**config.mk**
```make
export PLATFORM = sky130hd
export DESIGN_NAME = e1_remote_alarm_debounce
export DESIGN_NICKNAME = d
export VERILOG_FILES = /design/src/rtl/e1ra_pkg.sv /design/src/rtl/e1ra_slot_tap.sv /design/src/rtl/e1ra_debounce_fsm.sv /design/src/rtl/e1_remote_alarm_debounce.sv
export SDC_FILE = /design/constraint.sdc
export NUM_CORES = 1
export LEC_CHECK = 0
export BUFFER_PORTS_ARGS = -buffer_cell sky130_fd_sc_hd__buf_2
export CELL_PAD_IN_SITES_DETAIL_PLACEMENT = 1
export CELL_PAD_IN_SITES_GLOBAL_PLACEMENT = 1
export CORE_AREA = 2 2 39 41
export CTS_CLUSTER_DIAMETER = 120
export DETAILED_ROUTE_END_ITERATION = 16
export DIE_AREA = 0 0 41 43
export PLACE_DENSITY = 0.54
export SYNTH_ARGS = -nofsm -noshare
export SYNTH_HDL_FRONTEND = slang
export SYNTH_HIERARCHICAL = 1
export SYNTH_SLANG_ARGS = --single-unit
```
**constraint.sdc**
```tcl
create_clock -name clk -period 3.1 [get_ports clk]
set_input_delay 0.465 -clock clk [delete_from_list [all_inputs] [get_ports clk]]
set_output_delay 0.465 -clock clk [all_outputs]
set_load 0.02 [all_outputs]
```
**src/rtl/e1ra_pkg.sv**
```systemverilog
package e1ra_pkg;

    // Debounce run tracker states
    typedef enum logic [1:0] {
        RA_IDLE  = 2'd0,   // no disagreeing sample pending
        RA_SEEN1 = 2'd1,   // one disagreeing sample seen
        RA_SEEN2 = 2'd2    // two disagreeing samples seen
    } ra_state_e;

    localparam int unsigned RA_SHALLOW_RUN = 2;
    localparam int unsigned RA_DEEP_RUN    = 3;

endpackage

```
**src/rtl/e1ra_slot_tap.sv**
```systemverilog
module e1ra_slot_tap #(
    parameter int unsigned TS_BITS   = 8,
    parameter int unsigned A_BIT_POS = 2
) (
    input  logic clk,
    input  logic rst_n,
    input  logic nfas_strobe,
    input  logic rx_bit,
    output logic tap_fire,
    output logic tap_bit
);

    localparam int unsigned PW      = (TS_BITS > 1) ? $clog2(TS_BITS) : 1;
    localparam logic [PW-1:0] POS_LAST = PW'(TS_BITS - 1);
    localparam logic [PW-1:0] POS_TAP  = PW'(A_BIT_POS);

    logic [PW-1:0] pos_q;

    // Position inside the strobe window; cleared whenever the strobe is low
    always_ff @(posedge clk or negedge rst_n) begin
        if (!rst_n) begin
            pos_q <= '0;
        end else if (!nfas_strobe) begin
            pos_q <= '0;
        end else if (pos_q != POS_LAST) begin
            pos_q <= pos_q + 1'b1;
        end
    end

    assign tap_fire = nfas_strobe && (pos_q == POS_TAP);
    assign tap_bit  = rx_bit;

endmodule

```
**src/rtl/e1ra_debounce_fsm.sv**
```systemverilog
module e1ra_debounce_fsm
    import e1ra_pkg::*;
(
    input  logic      clk,
    input  logic      rst_n,
    input  logic      align_ok,
    input  logic      deep_sel,
    input  logic      tap_fire,
    input  logic      tap_bit,
    output logic      alarm_o,
    output ra_state_e state_o
);

    ra_state_e state_q, state_d;
    logic      commit;
    logic      alarm_q;

    // Next-state decision
    always_comb begin
        state_d = state_q;
        commit  = 1'b0;
        if (!align_ok) begin
            state_d = RA_IDLE;                          // ALIGN_CLEAR
        end else if (tap_fire) begin
            if (tap_bit == alarm_q) begin
                state_d = RA_IDLE;                      // AGREE_CLEAR
            end else begin
                unique case (state_q)
                    RA_IDLE: begin
                        state_d = RA_SEEN1;             // IDLE_TO_SEEN1
                    end
                    RA_SEEN1: begin
                        if (deep_sel) begin
                            state_d = RA_SEEN2;         // SEEN1_TO_SEEN2
                        end else begin
                            commit  = 1'b1;             // SEEN1_COMMIT
                            state_d = RA_IDLE;
                        end
                    end
                    RA_SEEN2: begin
                        commit  = 1'b1;                 // SEEN2_COMMIT
                        state_d = RA_IDLE;
                    end
                    default: begin
                        state_d = RA_IDLE;
                    end
                endcase
            end
        end
    end

    // State register
    always_ff @(posedge clk or negedge rst_n) begin
        if (!rst_n) begin
            state_q <= RA_IDLE;
        end else begin
            state_q <= state_d;
        end
    end

    // Output register
    always_ff @(posedge clk or negedge rst_n) begin
        if (!rst_n) begin
            alarm_q <= 1'b0;
        end else if (commit) begin
            alarm_q <= tap_bit;
        end
    end

    assign alarm_o = alarm_q;
    assign state_o = state_q;

endmodule

```
**src/rtl/e1_remote_alarm_debounce.sv**
```systemverilog
module e1_remote_alarm_debounce
    import e1ra_pkg::*;
#(
    parameter int unsigned TS_BITS   = 8,
    parameter int unsigned A_BIT_POS = 2
) (
    input  logic clk,
    input  logic rst_n,
    input  logic rx_bit,
    input  logic nfas_strobe,
    input  logic deep_sel,
    input  logic align_ok,
    output logic remote_alarm
);

    logic      tap_fire;
    logic      tap_bit;
    ra_state_e fsm_state;

    e1ra_slot_tap #(
        .TS_BITS   (TS_BITS),
        .A_BIT_POS (A_BIT_POS)
    ) u_tap (
        .clk         (clk),
        .rst_n       (rst_n),
        .nfas_strobe (nfas_strobe),
        .rx_bit      (rx_bit),
        .tap_fire    (tap_fire),
        .tap_bit     (tap_bit)
    );

    e1ra_debounce_fsm u_fsm (
        .clk      (clk),
        .rst_n    (rst_n),
        .align_ok (align_ok),
        .deep_sel (deep_sel),
        .tap_fire (tap_fire),
        .tap_bit  (tap_bit),
        .alarm_o  (remote_alarm),
        .state_o  (fsm_state)
    );

endmodule

```
==> flow_metrics.py <==
metrics = {
    "outcome": {
        "outcome": "finished, final reports clean",
    },
    "placement": {
        "placed_cells": 55,
        "gp_congestion": 0.587,
        "pre_cts_ws_ns": 1.61,
        "portBuffers": 6,
        "hpwl_um": 611,
    },
    "finish": {
        "stdcell_count": 58,
        "seq_area_um2": 150,
        "fin_nets": 56,
        "areaGrowthSynthToFinish_pct": 17.2,
        "fin_util_pct": 32.1,
        "drive_gt1_share_pct": 23.8,
        "multiInputGateArea_um2": 210,
        "nFillCells": 168,
        "n_antenna_cell": 0,
    },
    "worst_setup_path": {
        "crit_arrival_ns": 1.58,
        "critPathKind": "flop to flop",
        "crit-reg2reg-launch": "u_tap/pos_q[0]",
        "path_max_fanout": 5,
        "rrSetupSlack_ns": 1.65,
        "cp-start-kind": "flop",
        "worstSetupEndpointType": "flop",
        "r2r_cells": 5,
        "reg2reg_to": "u_fsm/alarm_o",
        "worst_ep_required_time_ns": 3.23,
    },
    "global_routing": {
        "grt_pass1_vias": 318,
        "overflow": 0,
        "grt_usage_pct": 11.6,
        "grt_max_degree": 7,
        "grt_pass1_wl_um": 1290,
        "antenna_found_initial": 0,
    },
    "timing": {
        "period_share_pct": 46.8,
        "skew_ns": 0.00251,
        "final_max_slew_viol_count": 0,
        "tightest_slew_ns": 0.209,
        "hold_violations": 0,
        "postLayoutSetupSlackWorst_ns": 1.65,
        "final.min_clock_period_ns": 1.45,
        "finalSetupViolCount": 0,
        "rsz0062_at_grt": "false",
        "slew_headroom_pct": 86.0,
        "tns_ns": 0,
        "fmax_ghz": 0.690,
    },
    "floorplan": {
        "die_w_um": 41,
        "die_h_um": 43,
        "row_count": 14,
        "core_area_um2": 1380,
        "die_area_um2": 1760,
        "ioPinCount": 7,
        "start_util_pct": 27.4,
    },
    "clocking": {
        "cts_hold_buf": 0,
        "clockRootBuffer": "clkbuf_4",
        "clkSinkCount": 6,
        "cts_made_buffers": 3,
        "clockBufferDepth": 2,
        "postCtsSetupBuffers": 0,
        "cts_tree": "built",
        "cts.reportedPaths.clkPinSlew_ns": 0.05,
        "cts_htree_levels": 1,
        "clock_latency_ns": 0.25,
        "cts_resized": 0,
    },
    "yosys": {
        "synth_edf_count": 0,
        "syn_nets": 46,
        "yosysSeqAreaShare_pct": 39.6,
        "yosys-top-cells-count": "6 x dfrtp_1, 6 x ha_1, 3 x inv_1",
        "postSynth.asyncResetShare_pct": 100,
        "synth_cells": 34,
        "synth.area.top_cells": "dfrtp_1 40%, ha_1 20%, a21boi_1 4.0%, nand2b_1 3.3%, nor2b_1 3.3%",
        "avgSynthCellArea_um2": 11.2,
        "yosysTopAreaCell": "dfrtp_1",
        "ys_warn_count": 6,
        "syn_area_um2": 379,
        "synth_top_cell_area_share_pct": 39.6,
        "ys_ff_latch": 6,
        "synthFlopType": "dfrtp_1",
        "synthDistinctLibCells": 19,
    },
    "pwr": {
        "peakVddDrop_v": 0.000155,
        "seqPwrFrac_pct": 47.6,
        "intPower_w": 0.000137,
        "powerDensity_nw_per_um2": 406,
        "leakagePower_nw": 0.214,
        "clkPwrFrac_pct": 40.8,
        "combPwrFrac_pct": 11.7,
        "power_switching_w": 0.0000432,
        "p_sw_share_pct": 23.9,
    },
    "route": {
        "drt_wl_total_um": 716,
        "drt_iter0_drc": 2,
        "vias": 262,
        "via_per_inst": 4.52,
        "drc": 0,
        "ant_nets": 0,
        "wl_per_cell_um": 12.3,
        "first_pass_iters": 2,
    },
    "min_path": {
        "holdCritPathClass": "input port to asynchronous set/reset pin",
    },
    "flow_run": {
        "maxCapViolCount": 0,
    },
}
## flip-flops by register name (all words and copies together), names as in the netlist
signal and flops:
u_tap/pos_q 3, u_fsm/state_o 2, u_fsm/alarm_o 1
## how the worst max path moves through the flow
stage	end	slack, ns	cells past startpoint	startpoint
2_1_floorplan	u_fsm/alarm_o	1.78	5	u_fsm/state_o[1]
3_3_place_gp	u_fsm/alarm_o	1.69	5	u_tap/pos_q[0]
3_5_place_dp	u_fsm/alarm_o	1.61	5	u_tap/pos_q[0]
4_1_cts	u_fsm/alarm_o	1.61	5	u_tap/pos_q[0]
5_1_grt	u_fsm/alarm_o	1.56	5	u_tap/pos_q[0]
6_report	u_fsm/alarm_o	1.65	5	u_tap/pos_q[0]
## power groups by stage
stage | Combinational [W] | Sequential, W | Clock (W)
floorplan | 0.0000141 | 0.0000862 | 0
global placement | 0.0000197 | 0.0000868 | 0
detailed placement | 0.0000220 | 0.0000871 | 0
CTS | 0.0000221 | 0.0000858 | 0.0000799
global route | 0.0000252 | 0.0000864 | 0.0000831
finish | 0.0000211 | 0.0000859 | 0.0000736
## layout by cell type, fill, tap and decap left out
master and n:
mux2i_1 1, nand4_1 1, a21boi_2 1, inv_1 3, buf_2 6, nor2b_1 2, xnor2_1 1, o2111ai_1 1
clkbuf_4 3, ha_1 6, and2_1 1, a21boi_1 2, and3b_1 1, dfrtp_1 6, mux2_1 1, nand2b_1 2
nand2_1 1, nand3_1 1, xor2_1 1, or2_1 1
## layer usage
layer	track usage [%]	share of wire (%)
met1	11.0	36
met2	18.8	61
met3	1.57	2.8
met4	12.0	0
met5	0	0
## kinds of logic (layout without fill, tap and decap cells)
group	count (synthesis)	count (layout)	share of synthesized area, %
AOI/OAI and AO/OA	4	4	9.24
and+or+nand+nor	10	10	16.2
DFF	6	6	39.6
xor gates and xnor gates	2	2	4.62
muxes	2	2	5.61
buffers and inverters	4	12	4.95
adders and majority gates	6	6	19.8
## final cells by class
class	count	share of cell area [%]
Clock buffer	3	5.07
Multi-Input combinational cell	24	47.3
Tap cell	16	4.51
Inverter	3	2.54
Timing Repair Buffer	6	6.76
Sequential cell	6	33.8
## stage by stage
stage	hold slack [ns]	area, um^2	power (W)
final	0.0299	444	0.000181
after floorplan	0.169	379	0.000100
after CTS	0.0206	444	0.000188
after global routing	0.0313	444	0.000195
after global placement	0.297	422	0.000107
after detailed placement	0.296	422	0.000109
## worst max-delay path, cell delays in order (launching register included)
cell and delay, ns:
dfrtp_1 0.41, inv_1 0.07, ha_1 0.14, and3b_1 0.24, o2111ai_1 0.14, mux2_1 0.33
(Power assumes the default switching activity.)
